[src/rtl/sport_pkg.sv]
package sport_pkg;
  localparam int NREG     = 10;
  localparam int IX_MODE  = 0;
  localparam int IX_BRATE = 1;
  localparam int IX_CTRL  = 2;
  localparam int IX_TXD   = 3;
  localparam int IX_STAT  = 4;
  localparam int IX_RXD   = 5;
  localparam int IX_FCTL  = 6;
  localparam int IX_RCNT  = 7;
  localparam int IX_PORT  = 8;
  localparam int IX_LINE  = 9;

  localparam logic [7:0] MODE_MASK = 8'h7B;
  localparam logic [7:0] CTRL_MASK = 8'hFA;
  localparam logic [7:0] PORT_MASK = 8'hF3;

  typedef struct packed {
    logic tend;
    logic tde;
    logic brk;
    logic rdf;
    logic dr;
  } flags_t;

  function automatic int unsigned trig_level(input logic [1:0] code);
    case (code)
      2'd0:    return 1;
      2'd1:    return 4;
      2'd2:    return 8;
      default: return 14;
    endcase
  endfunction
endpackage

[src/rtl/sport_decode.sv]
module sport_decode #(
  parameter int AW = 6
) (
  input  logic                       en,
  input  logic [AW-1:0]              addr,
  output logic [sport_pkg::NREG-1:0] sel,
  output logic                       hit
);
  for (genvar i = 0; i < sport_pkg::NREG; i++) begin : g_sel
    assign sel[i] = en && (addr == AW'(i * 4));
  end
  assign hit = |sel;
endmodule

[src/rtl/sport_flags.sv]
module sport_flags
  import sport_pkg::*;
#(
  parameter int CW = 5
) (
  input  logic          clk,
  input  logic          rst_n,
  input  logic          wr_stat,
  input  flags_t        stat_keep,
  input  logic          rd_stat,
  input  logic          wr_ctrl,
  input  logic          ctrl_w5,
  input  logic          ctrl_w6,
  input  logic          wr_txd,
  input  logic          tx_en,
  input  logic          rx_ie,
  input  logic          pop,
  input  logic [CW-1:0] cnt,
  input  logic [1:0]    trig,
  input  logic          flush,
  input  logic          set_rdf,
  input  logic          set_dr,
  input  logic          set_brk,
  output flags_t        flags,
  output logic          irq_rx
);
  flags_t fl_d;
  logic   irq_d;
  logic   upd;

  always_comb begin
    fl_d  = flags;
    irq_d = irq_rx;
    if (wr_ctrl && !ctrl_w5) fl_d.tend = 1'b1;
    if (wr_ctrl && !ctrl_w6) irq_d = 1'b0;
    if (wr_txd) fl_d.tde = 1'b0;
    if (wr_stat) begin
      fl_d = fl_d & stat_keep;
      if (!stat_keep.rdf || !stat_keep.dr) irq_d = 1'b0;
    end
    if (rd_stat && tx_en) begin
      fl_d.tend = 1'b1;
      fl_d.tde  = 1'b1;
    end
    if (pop && (32'(cnt) <= trig_level(trig))) fl_d.rdf = 1'b0;
    if (flush) fl_d.rdf = 1'b0;
    if (set_rdf) begin
      fl_d.rdf = 1'b1;
      if (rx_ie) irq_d = 1'b1;
    end
    if (set_dr)  fl_d.dr  = 1'b1;
    if (set_brk) fl_d.brk = 1'b1;
  end

  assign upd = wr_stat | rd_stat | wr_ctrl | wr_txd | pop | flush |
               set_rdf | set_dr | set_brk;

  always_ff @(posedge clk or negedge rst_n) begin
    if (!rst_n) begin
      flags  <= flags_t'(5'b11000);
      irq_rx <= 1'b0;
    end else if (upd) begin
      flags  <= fl_d;
      irq_rx <= irq_d;
    end
  end
endmodule

[src/rtl/sport_regs.sv]
module sport_regs
  import sport_pkg::*;
#(
  parameter int AW    = 6,
  parameter int DW    = 16,
  parameter int DEPTH = 16,
  localparam int CW   = $clog2(DEPTH) + 1
) (
  input  logic          clk,
  input  logic          rst_n,
  input  logic          bus_en,
  input  logic          bus_we,
  input  logic [AW-1:0] bus_addr,
  input  logic [DW-1:0] bus_wdata,
  output logic [DW-1:0] bus_rdata,
  output logic          bus_err,
  output logic          irq_tx,
  output logic          irq_rx,
  output logic          tx_stb,
  output logic [7:0]    tx_byte,
  input  logic [7:0]    rx_head,
  input  logic [CW-1:0] rx_count,
  output logic          rx_pop,
  output logic          rx_flush,
  output logic [1:0]    rx_trig,
  input  logic          ev_rxfull,
  input  logic          ev_ready,
  input  logic          ev_break
);
  logic [NREG-1:0] sel;
  logic            hit;
  logic [NREG-1:0] wr_sel;
  logic [NREG-1:0] rd_sel;

  logic [7:0]    mode_q, brate_q, ctrl_q, port_q, txd_q;
  logic [DW-1:0] fctl_q;
  logic [7:0]    mode_d, ctrl_d, port_d;
  logic          err_q, stb_q;
  flags_t        flags;
  flags_t        stat_keep;

  sport_decode #(.AW(AW)) u_dec (
    .en   (bus_en),
    .addr (bus_addr),
    .sel  (sel),
    .hit  (hit)
  );

  assign wr_sel = bus_we ? sel : '0;
  assign rd_sel = bus_we ? '0  : sel;

  assign mode_d = bus_wdata[7:0] & MODE_MASK;
  assign ctrl_d = bus_wdata[7:0] & CTRL_MASK;
  assign port_d = bus_wdata[7:0] & PORT_MASK;
  assign stat_keep = '{tend: bus_wdata[6], tde: bus_wdata[5], brk: bus_wdata[4],
                       rdf: bus_wdata[1], dr: bus_wdata[0]};

  assign rx_pop   = rd_sel[IX_RXD] && (rx_count != '0);
  assign rx_flush = wr_sel[IX_FCTL] && bus_wdata[1];
  assign rx_trig  = fctl_q[7:6];
  assign irq_tx   = ctrl_q[7];
  assign tx_byte  = txd_q;
  assign tx_stb   = stb_q;
  assign bus_err  = err_q;

  sport_flags #(.CW(CW)) u_flags (
    .clk       (clk),
    .rst_n     (rst_n),
    .wr_stat   (wr_sel[IX_STAT]),
    .stat_keep (stat_keep),
    .rd_stat   (rd_sel[IX_STAT]),
    .wr_ctrl   (wr_sel[IX_CTRL]),
    .ctrl_w5   (bus_wdata[5]),
    .ctrl_w6   (bus_wdata[6]),
    .wr_txd    (wr_sel[IX_TXD]),
    .tx_en     (ctrl_q[5]),
    .rx_ie     (ctrl_q[6]),
    .pop       (rx_pop),
    .cnt       (rx_count),
    .trig      (fctl_q[7:6]),
    .flush     (rx_flush),
    .set_rdf   (ev_rxfull),
    .set_dr    (ev_ready),
    .set_brk   (ev_break),
    .flags     (flags),
    .irq_rx    (irq_rx)
  );

  always_comb begin
    bus_rdata = '0;
    if (rd_sel[IX_MODE])  bus_rdata = DW'(mode_q);
    if (rd_sel[IX_BRATE]) bus_rdata = DW'(brate_q);
    if (rd_sel[IX_CTRL])  bus_rdata = DW'(ctrl_q);
    if (rd_sel[IX_TXD])   bus_rdata = DW'(txd_q);
    if (rd_sel[IX_STAT])  bus_rdata = DW'({1'b0, flags.tend, flags.tde, flags.brk,
                                           2'b00, flags.rdf, flags.dr});
    if (rx_pop)           bus_rdata = DW'(rx_head);
    if (rd_sel[IX_FCTL])  bus_rdata = fctl_q;
    if (rd_sel[IX_RCNT])  bus_rdata = DW'(rx_count);
    if (rd_sel[IX_PORT])  bus_rdata = DW'(port_q);
  end

  always_ff @(posedge clk or negedge rst_n) begin
    if (!rst_n) begin
      mode_q  <= 8'h00;
      brate_q <= 8'hFF;
      ctrl_q  <= 8'h20;
      port_q  <= 8'h00;
      txd_q   <= 8'h00;
      fctl_q  <= '0;
    end else begin
      if (wr_sel[IX_MODE])  mode_q  <= mode_d;
      if (wr_sel[IX_BRATE]) brate_q <= bus_wdata[7:0];
      if (wr_sel[IX_CTRL])  ctrl_q  <= ctrl_d;
      if (wr_sel[IX_PORT])  port_q  <= port_d;
      if (wr_sel[IX_TXD])   txd_q   <= bus_wdata[7:0];
      if (wr_sel[IX_FCTL])  fctl_q  <= bus_wdata;
    end
  end

  always_ff @(posedge clk or negedge rst_n) begin
    if (!rst_n) begin
      err_q <= 1'b0;
      stb_q <= 1'b0;
    end else begin
      err_q <= bus_en && !hit;
      stb_q <= wr_sel[IX_TXD];
    end
  end
endmodule

[config.mk]
export PLATFORM = sky130hd
export DESIGN_NAME = sport_regs
export DESIGN_NICKNAME = d
export VERILOG_FILES = /design/src/rtl/sport_pkg.sv /design/src/rtl/sport_decode.sv /design/src/rtl/sport_flags.sv /design/src/rtl/sport_regs.sv
export SDC_FILE = /design/constraint.sdc
export NUM_CORES = 1
export LEC_CHECK = 0
export ABC_AREA = 0
export BUFFER_PORTS_ARGS = -buffer_cell sky130_fd_sc_hd__buf_2
export CORE_ASPECT_RATIO = 1.1
export CORE_UTILIZATION = 47
export CTS_CLUSTER_DIAMETER = 150
export DETAILED_ROUTE_END_ITERATION = 6
export GPL_TIMING_DRIVEN = 0
export PLACE_DENSITY = 0.69
export SETUP_SLACK_MARGIN = 0.4
export SYNTH_ARGS = -nofsm -noshare
export SYNTH_HDL_FRONTEND = slang
export SYNTH_HIERARCHICAL = 1
export SYNTH_SLANG_ARGS = --single-unit
[constraint.sdc]
create_clock -name clk -period 8.9 [get_ports clk]
set_input_delay 2.67 -clock clk [delete_from_list [all_inputs] [get_ports clk]]
set_output_delay 2.67 -clock clk [all_outputs]
set_load 0.02 [all_outputs]
# [Word-level counts from Yosys, hierarchy flattened]
# Index checks and enable logic that the tools add are counted.
[word_totals] ff_bits=58 in_bits=42 output_inout_bits=32 word_cells=94
[op_classes] magnitude_cmp=1 n_eq_ne=11 n_mux=26 bitwise_logic=9 n_reduce_logical=33
[op_table] operator="2-to-1 mux 16 bit" count=3
[op_table] operator="2-to-1 mux 8 bit" count=5
[op_table] operator="equality test 6 x 5 -> 1 bit, second input constant" count=4
[op_table] operator="2-to-1 mux 9 bit" count=2
[op_table] operator="logical AND 1 bit" count=17
[op_table] operator="equality test 6 x 4 -> 1 bit, second input constant" count=2
[op_table] operator="equality test 6 bit, second input constant" count=2
[op_table] operator="2-to-1 mux 1 bit" count=12
[op_table] operator="one-hot mux 4 bit (3 select lines)" count=1
[op_table] operator="OR reduction 10 bit" count=1
[op_table] operator="OR 1 bit" count=8
[op_table] operator="2-to-1 mux 7 bit" count=1
[op_table] operator="equality test 6 x 3 -> 1 bit, second input constant" count=1
[op_table] operator="zero test 6 bit" count=1
[op_table] operator="AND reduction 2 bit" count=3
[op_table] operator="bitwise AND 5 bit" count=1
[op_table] operator="<= comparator 5 x 4 -> 1 bit" count=1
[op_table] operator="zero test 1 bit" count=5
[op_table] operator="2-to-1 mux 5 bit" count=1
[op_table] operator="nonzero test 5 bit" count=1
[op_table] operator="nonzero test 2 bit" count=2
[op_table] operator="nonzero test 4 bit" count=1
[op_table] operator="equality test 2 x 1 -> 1 bit, second input constant" count=1
[op_table] operator="equality test 2 bit, second input constant" count=1
[op_table] operator="other kinds (3)" count=3

# [Logic depth before layout (Yosys ltp)]
# Gate-level depths: netlist (run 1).
[depth] depth_word=12 mapped_depth=8 depth_no_buf=7

# [Cells and area by module]
# Netlist (run 1), hierarchy kept.
[modules_own_cells] mod="sport_regs" instances=1 cells_per_inst=242 area_per_inst_um2=2740.1 seq_area_each_um2=1312.5
[modules_own_cells] mod="sport_flags" instances=1 cells_per_inst=41 area_per_inst_um2=382.9 seq_area_each_um2=152.6
[modules_own_cells] mod="sport_decode" instances=1 cells_per_inst=20 area_per_inst_um2=120.1 seq_area_each_um2=0.0

# [Least setup slack after synthesis (run 1)]
# No wires, ideal clock.
[synth_timing] kind="input-to-output" startpoint="input bus_addr[1]" endpoint="output bus_rdata[7]" arrival_time_ps=4558 t_required_ps=6230 path_slack_ps=1672 path_stages=7 path_buffers=1 path_cell_list="or4b_4 nor2_1 clkbuf_1 nand2_1 o21ai_0 nand3_2 a221oi_1"
[synth_via] elab_chain_len=11 elab_cells_between_ends=26 cone_classes="eq/ne: 8; mux: 9; reduce/logical: 9"
[synth_lines] element="start: declaration" line="sport_regs.sv:13" source="input logic [AW-1:0] bus_addr,"
[synth_lines] element="equality test 6 x 3 -> 1 bit" line="sport_decode.sv:10" source="assign sel[i] = en && (addr == AW'(i * 4));"
[synth_lines] element="logical AND 1 bit" line="sport_decode.sv:10"
[synth_lines] element="via sel[1]" line="sport_regs.sv:30" source="logic [NREG-1:0] sel;"
[synth_lines] element="2-to-1 mux 9 bit" line="sport_regs.sv:50" source="assign rd_sel = bus_we ? '0 : sel;"
[synth_lines] element="2-to-1 mux 8 bit" line="sport_regs.sv:92" source="if (rd_sel[IX_BRATE]) bus_rdata = DW'(brate_q);"
[synth_lines] element="2-to-1 mux 8 bit" line="sport_regs.sv:93" source="if (rd_sel[IX_CTRL]) bus_rdata = DW'(ctrl_q);"
[synth_lines] element="2-to-1 mux 8 bit" line="sport_regs.sv:94" source="if (rd_sel[IX_TXD]) bus_rdata = DW'(txd_q);"
[synth_lines] element="2-to-1 mux 8 bit" line="sport_regs.sv:95" source="if (rd_sel[IX_STAT]) bus_rdata = DW'({1'b0, flags.tend, flags.tde, flags.brk,"
[synth_lines] element="2-to-1 mux 8 bit" line="sport_regs.sv:97" source="if (rx_pop) bus_rdata = DW'(rx_head);"
[synth_lines] element="2-to-1 mux 16 bit" line="sport_regs.sv:98" source="if (rd_sel[IX_FCTL]) bus_rdata = fctl_q;"
[synth_lines] element="2-to-1 mux 16 bit" line="sport_regs.sv:99" source="if (rd_sel[IX_RCNT]) bus_rdata = DW'(rx_count);"
[synth_lines] element="2-to-1 mux 16 bit" line="sport_regs.sv:100" source="if (rd_sel[IX_PORT]) bus_rdata = DW'(port_q);"
[synth_lines] element="end: declaration" line="sport_regs.sv:15" source="output logic [DW-1:0] bus_rdata,"
# The timed path passes the listed nets, and every way through them passes these cells.

# [Final worst setup path (run 1)]
[layout_timing] startpoint="input bus_addr[1]" endpoint="output bus_rdata[3]"
[layout_via] elab_chain_len=12 elab_cells_between_ends=29 cone_classes="eq/ne: 8; mux: 10; reduce/logical: 11"
[layout_lines] element="zero test 6 bit" line="sport_decode.sv:10"
[layout_lines] element="logical AND 1 bit" line="sport_decode.sv:10"
[layout_lines] element="via sel[0]" line="sport_regs.sv:30"
[layout_lines] element="2-to-1 mux 9 bit" line="sport_regs.sv:50"
[layout_lines] element="2-to-1 mux 7 bit" line="sport_regs.sv:91" source="if (rd_sel[IX_MODE]) bus_rdata = DW'(mode_q);"
[layout_lines] element="2-to-1 mux 8 bit" line="sport_regs.sv:92"
[layout_lines] element="2-to-1 mux 8 bit" line="sport_regs.sv:93"
[layout_lines] element="2-to-1 mux 8 bit" line="sport_regs.sv:94"
[layout_lines] element="2-to-1 mux 8 bit" line="sport_regs.sv:95"
[layout_lines] element="2-to-1 mux 8 bit" line="sport_regs.sv:97"
[layout_lines] element="2-to-1 mux 16 bit" line="sport_regs.sv:98"
[layout_lines] element="2-to-1 mux 16 bit" line="sport_regs.sv:99"
[layout_lines] element="2-to-1 mux 16 bit" line="sport_regs.sv:100"
# The timed path passes the listed nets, and every way through them passes these cells.

==> summary.txt, run 1 <==
Timing
  • Clock skew: 6.778 ps
  • Period minus WS final: 7695 ps
  • Slew HR: 50.96%
  • Setup TNS: 0 ps
  • Fin. Hold Viols: 0
  • Max Fclk: 0.1300 GHz
  • Worst Tran Pin Value: 735.6 ps
  • Final setup viols: 0
  • RSZ-0062 raised after global routing: no
  • Worst Slack Setup Final: 1205 ps
  • Pins Over Slew Limit: 0
  • Tcrit/Tclk final: 86.46%

Power and ir drop
  • VDD IR-drop max: 0.1364 mV
  • Clock Power Share: 43.3%
  • Combinational Power Share: 11.6%
  • Switching power: 0.0001662 W
  • Sequential power share: 45.1%
  • Power per Cell Area: 169.7 mW/mm²
  • Int Pwr: 0.0005037 W
  • Leak: 1.887 nW
  • Switching share of power: 24.81%

Drt
  • DR WL/cell: 18.36 µm
  • Antenna Nets Post-Route: 0
  • TritonRoute pass-1 iters: 5
  • Vias: 2722
  • Routed WL: 8682 µm
  • Avg Vias per Cell: 5.755
  • Initial DRC Count: 274
  • DRC: 0

Clocking
  • Hold Buf Count CTS: 0
  • Deepest clock path buffer count: 2
  • PostCTS Resize Cnt: 0
  • Clock transition at path regs: 70 ps
  • H-tree lvl count: 3
  • Worst skew pair latency: 340 ps
  • CTS tree: done
  • Total CTS buffers: 9
  • Clk sinks: 58
  • Clk root buf: clkbuf_8
  • Post-CTS Repair Setup Buffers: 0

GRT
  • Vias in the first global route: 2620
  • Pin count of the biggest net entering global routing: 59
  • Initial antenna violation count: 0
  • GRT Total Usage: 25.89%
  • First-pass GRT wire length: 13420 µm
  • GRT overflow: 0

Run status
  • Status: finished clean

Flow run
  • Maxcap violations: 0

Placement
  • Dpl ws: 1227 ps
  • Routability congestion estimate: 0.9370
  • Final HPWL from detailed placement: 6345 µm
  • IO Port Bufs: 73
  • Dpl cells: 457
  • Placed cell area: 0.003707 mm²

Cells and area
  • Commonest non-fill, non-tap cell in the layout: buf_2
  • Fillers: 603
  • Final Cell Area: 0.003948 mm²
  • NumNets Final: 432
  • Ratio of cells with drive above 1 in the final layout: 43.22%
  • Fin cells: 473
  • P&R area growth vs syn: 21.86%
  • Most frequent cells in the layout: buf_2, dfrtp_1, mux2_2, nand2_1, nor2_1
  • Antenna Cells: 0

Floorplan
  • Initial Util: 48.84%
  • # IOs: 74
  • Core Area: 0.006633 mm²
  • Die width: 81.16 µm
  • Die H: 89.07 µm
  • Die Footprint: 0.007228 mm²
  • Cell Rows: 31

Setup path
  • WP data arrival: 5020 ps
  • Setup crit end kind: primary output
  • CP Class: input pin to primary output
  • CP max FO: 6
  • Startpoint types: input pin
  • Data required time of the worst path: 6230 ps

Synthesis
  • Synth warnings: 6
  • Avg Cell Area, Syn: 10.73 µm²
  • Area of the mapped netlist: 0.003239 mm²
  • Post-Syn Nets: 348
  • Post-Synthesis Cells: 302

Min path
  • Hold Path Class: flip-flop to flip-flop
-- metrics by stage --
stage	power [W]	hold WS (ps)	util, %
floorplan	0.0003462	450.1	-
global placement	0.0003815	478.6	55.90
detailed placement	0.0003847	485.9	55.90
CTS	0.0006768	502.3	59.48
global route	0.0006981	517.9	59.52
finish	0.0006699	498.7	59.52
-- layer usage --
layer / vias up / track usage, % / wire [µm]
li1: 1279 / - / -
met1: 1312 / 33.81 / 3806
met2: 117 / 41.02 / 4124
met3: 14 / 6.429 / 569
met4: 0 / 10.71 / 182
met5: - / 0 / 0
-- critical path, cell delays in order --
cell and delay [ps]:
buf_2 130, or4_4 550, nor2_1 230, nor2b_1 390, a221oi_1 140, a2111oi_0 490
o32a_1 250, buf_2 170
-- final timing paths --
kind / depth (start not counted) / startpoint / to / slack (ps)
hold reg to reg: 1 / fctl_q[14] / fctl_q[14] / 500
hold / removal: 1 / fctl_q[14] / fctl_q[14] / 500
max in group asynchronous: 1 / rst_n / tx_byte[5] / 6020
setup reg to reg: 5 / fctl_q[6] / u_flags/flags[1] / 7530
min in group asynchronous: 1 / rst_n / fctl_q[9] / 2380
setup / recovery: 8 / bus_addr[1] / bus_rdata[3] / 1210
-- registers in the layout, summed over array words and instances, names as in the netlist --
signal and count:
fctl_q 16, brate_q 8, tx_byte 8, ctrl_q 6, mode_q 6, port_q 6, u_flags/flags 5, bus_err 1
tx_stb 1, u_flags/irq_rx 1
-- power by group through the flow --
stage	clock network (W)	registers, W	logic, W
3_5_place_dp	0	0.000307	0.0000780
2_1_floorplan	0	0.000310	0.0000359
4_1_cts	0.000296	0.000302	0.0000784
6_report	0.000290	0.000302	0.0000776
3_3_place_gp	0	0.000305	0.0000762
5_1_grt	0.000308	0.000305	0.0000856
-- area by class of cell --
class                           count  area (µm²)  area share [%]
Buffer                             15       85.08           2.155
Sequential cell                    58        1465           37.12
Timing Repair Buffer               73       367.9           9.319
Clock buffer                       12       165.2           4.184
Clock inverter                      4       72.57           1.838
Multi-Input combinational cell    215        1637           41.46
Inverter                           14       52.55           1.331
Tap cell                           82       102.6           2.599
Note: power is estimated with default switching activity, not from simulation.
==> run 2: changes to the inputs <==
- GPL_TIMING_DRIVEN: 0 -> unset
==> summary.txt, run 2 (synthesized netlist as in run 1, its figures left out) <==
Floorplan
  • Initial Util: 48.84% (unchanged)
  • Die H: 89.07 µm (unchanged)
  • Core Area: 0.006633 mm² (unchanged)
  • # IOs: 74 (unchanged)
  • Cell Rows: 31 (unchanged)
  • Die Footprint: 0.007228 mm² (unchanged)
  • Die width: 81.16 µm (unchanged)

Cells and area
  • Layout Utilization: 58.69% (-0.83 points)
  • Fillers: 586 (-2.8%)
  • Flip-flop count of the largest register after layout: 16 (unchanged)
  • Most frequent cells in the layout: buf_2, dfrtp_1, mux2_2, nand2_1, nor2_1
  • Antenna Cells: 0 (unchanged)
  • NumNets Final: 423 (-2.1%)
  • Commonest non-fill, non-tap cell in the layout: buf_2
  • Biggest register: fctl_q
  • P&R area growth vs syn: 20.16%
  • Ratio of cells with drive above 1 in the final layout: 43.46% (+0.23 points)

Clocking
  • Worst skew pair latency: 330 ps (about the same)
  • Total CTS buffers: 9 (unchanged)
  • Clk sinks: 58 (unchanged)
  • Clk root buf: clkbuf_8
  • Deepest clock path buffer count: 2 (unchanged)
  • Clock transition at path regs: 60 ps (about the same)
  • Hold Buf Count CTS: 0 (unchanged)
  • CTS tree: done
  • H-tree lvl count: 3 (unchanged)
  • PostCTS Resize Cnt: 0 (unchanged)
  • Post-CTS Repair Setup Buffers: 0 (unchanged)

GRT
  • GRT Total Usage: 24.78% (-1.1 points)
  • GR Util met2: 38.35% (-2.7 points)
  • Vias in the first global route: 2530 (-3.4%)
  • GRT overflow: 0 (unchanged)
  • Met3 Use GR: 7.449% (+1.0 points)
  • GRT Max-Usage Layer: met2
  • Pin count of the biggest net entering global routing: 59 (unchanged)
  • First-pass GRT wire length: 12900 µm (-3.9%)
  • Met1 Usage GRT: 32.46% (-1.3 points)
  • Initial antenna violation count: 0 (unchanged)

Timing
  • RSZ-0062 raised after global routing: no
  • Worst Tran Pin Value: 729.7 ps (-5.893 ps)
  • Slew HR: 51.35% (+0.39 points)
  • Setup TNS: 0 ps (unchanged)
  • Clock skew: 4.337 ps (-2.441 ps)
  • Pins Over Slew Limit: 0 (unchanged)
  • Worst Slack Setup Final: 1113 ps (-92.85 ps)
  • Hold WS: 496.2 ps (-2.542 ps)
  • Fin. Hold Viols: 0 (unchanged)
  • Max Fclk: 0.1284 GHz (-1.2%)
  • Tcrit/Tclk final: 87.50% (+1.0 points)
  • Final setup viols: 0 (unchanged)
  • Period minus WS final: 7787 ps (+92.85 ps)

Setup path
  • R2R depth: 5 (unchanged)
  • Data required time of the worst path: 6230 ps (about the same)
  • WP data arrival: 5120 ps (+100 ps)
  • Crit-path slowest cell: nor2_1
  • Crit-path max cell delay: 580 ps (+30 ps)
  • Reg2reg setup slack: 7510 ps (-20 ps)
  • Setup crit end kind: primary output
  • CP max FO: 11 (+5)
  • Most common cell on crit path: buf_2
  • R2r endpoint: u_flags/flags[1]
  • Startpoint types: input pin
  • RR Startpoint: fctl_q[6]
  • Critical path, cell by cell: buf_2, or4b_4, nor2_1, nor2b_1, a221o_1, a221oi_1, nor3_1, buf_2
  • CP Class: input pin to primary output

Power and ir drop
  • Clock Power Share: 41.4% (-1.9 points)
  • Power Total: 0.0006473 W (-3.4%)
  • Sequential power share: 46.8% (+1.7 points)
  • Int Pwr: 0.0004867 W (-3.4%)
  • Combinational Power Share: 11.8% (+0.2 points)
  • Switching share of power: 24.81% (about the same)
  • Switching power: 0.0001606 W (-3.4%)
  • VDD IR-drop max: 0.1624 mV (+19%)
  • Power per Cell Area: 166.3 mW/mm² (-2.0%)
  • Leak: 1.857 nW (-1.6%)

Placement
  • Routability congestion estimate: 0.9487 (+1.2%)
  • IO Port Bufs: 73 (unchanged)
  • Dpl ws: 1184 ps (-42.94 ps)
  • Final HPWL from detailed placement: 6092 µm (-4.0%)

Drt
  • Vias: 2678 (-1.6%)
  • Initial DRC Count: 178 (-35%)
  • TritonRoute pass-1 iters: 4 (-1)
  • Avg Vias per Cell: 5.772 (+0.29%)
  • DR WL/cell: 17.73 µm (-3.4%)
  • DRC: 0 (unchanged)
  • Antenna Nets Post-Route: 0 (unchanged)
  • Routed WL: 8227 µm (-5.2%)

Min path
  • Hold Path Stages: 1 (unchanged)
  • Hold Path Class: flip-flop to flip-flop
  • Min-Delay Endpoint: fctl_q[14]
  • Hold path start: fctl_q[14]

Run status
  • Status: finished clean

Flow run
  • Maxcap violations: 0 (unchanged)
-- run 2: cell count changes in the layout (fill, tap and decap cells not counted), sizes merged --
cell | previous run | this run
clkinv | 1 | 2
buf | 82 | 79
clkbuf | 18 | 11
-- run 2: cell type report --
class | count | area [µm²] | share of cell area (%)
Multi-Input combinational cell | 215 | 1643 | 42.21
Sequential cell | 58 | 1465 | 37.64
Timing Repair Buffer | 79 | 410.4 | 10.54
Clock buffer | 11 | 141.4 | 3.632
Tap cell | 82 | 102.6 | 2.636
Clock inverter | 5 | 77.57 | 1.993
Inverter | 14 | 52.55 | 1.350
-- run 2: through the flow --
stage / area, µm² / std cells
CTS: 3892 / 464
detailed placement: 3674 / 448
global route: 3892 / 464
finish: 3892 / 464
floorplan: 3239 / 302
global placement: 3674 / 448
-- run 2: power by group through the flow --
stage | combinational (W) | sequential, W | clock (W)
after floorplan | 0.0000359 | 0.000310 | 0
after global placement | 0.0000746 | 0.000306 | 0
after detailed placement | 0.0000768 | 0.000307 | 0
after CTS | 0.0000772 | 0.000303 | 0.000274
after global routing | 0.0000843 | 0.000305 | 0.000285
final | 0.0000764 | 0.000303 | 0.000268
-- run 2: worst max-delay path by stage --
stage,from,endpoint,slack [ps],cells past startpoint
global route,bus_addr[1],bus_rdata[3],970,8
detailed placement,bus_addr[1],bus_rdata[3],1180,8
CTS,bus_addr[1],bus_rdata[1],1180,8
floorplan,bus_addr[1],bus_rdata[7],1680,7
global placement,bus_addr[1],bus_rdata[1],1240,8
finish,bus_addr[1],bus_rdata[1],1110,8
-- run 2: layer usage --
metal	up-vias	routed length, µm	part of all wire (%)
li1	1260	-	-
met1	1306	3664	45
met2	93	3902	47
met3	19	438	5.3
met4	0	223	2.7
met5	-	0	0
-- run 2: worst max-delay path, delay by kind of cell --
| family | cells | cell delay [ps] |
|---|---|---|
| AO/OA/AOI/OAI | 2 | 670 |
| buffers and inverters | 2 | 300 |
| AND/OR/NAND/NOR | 4 | 1470 |
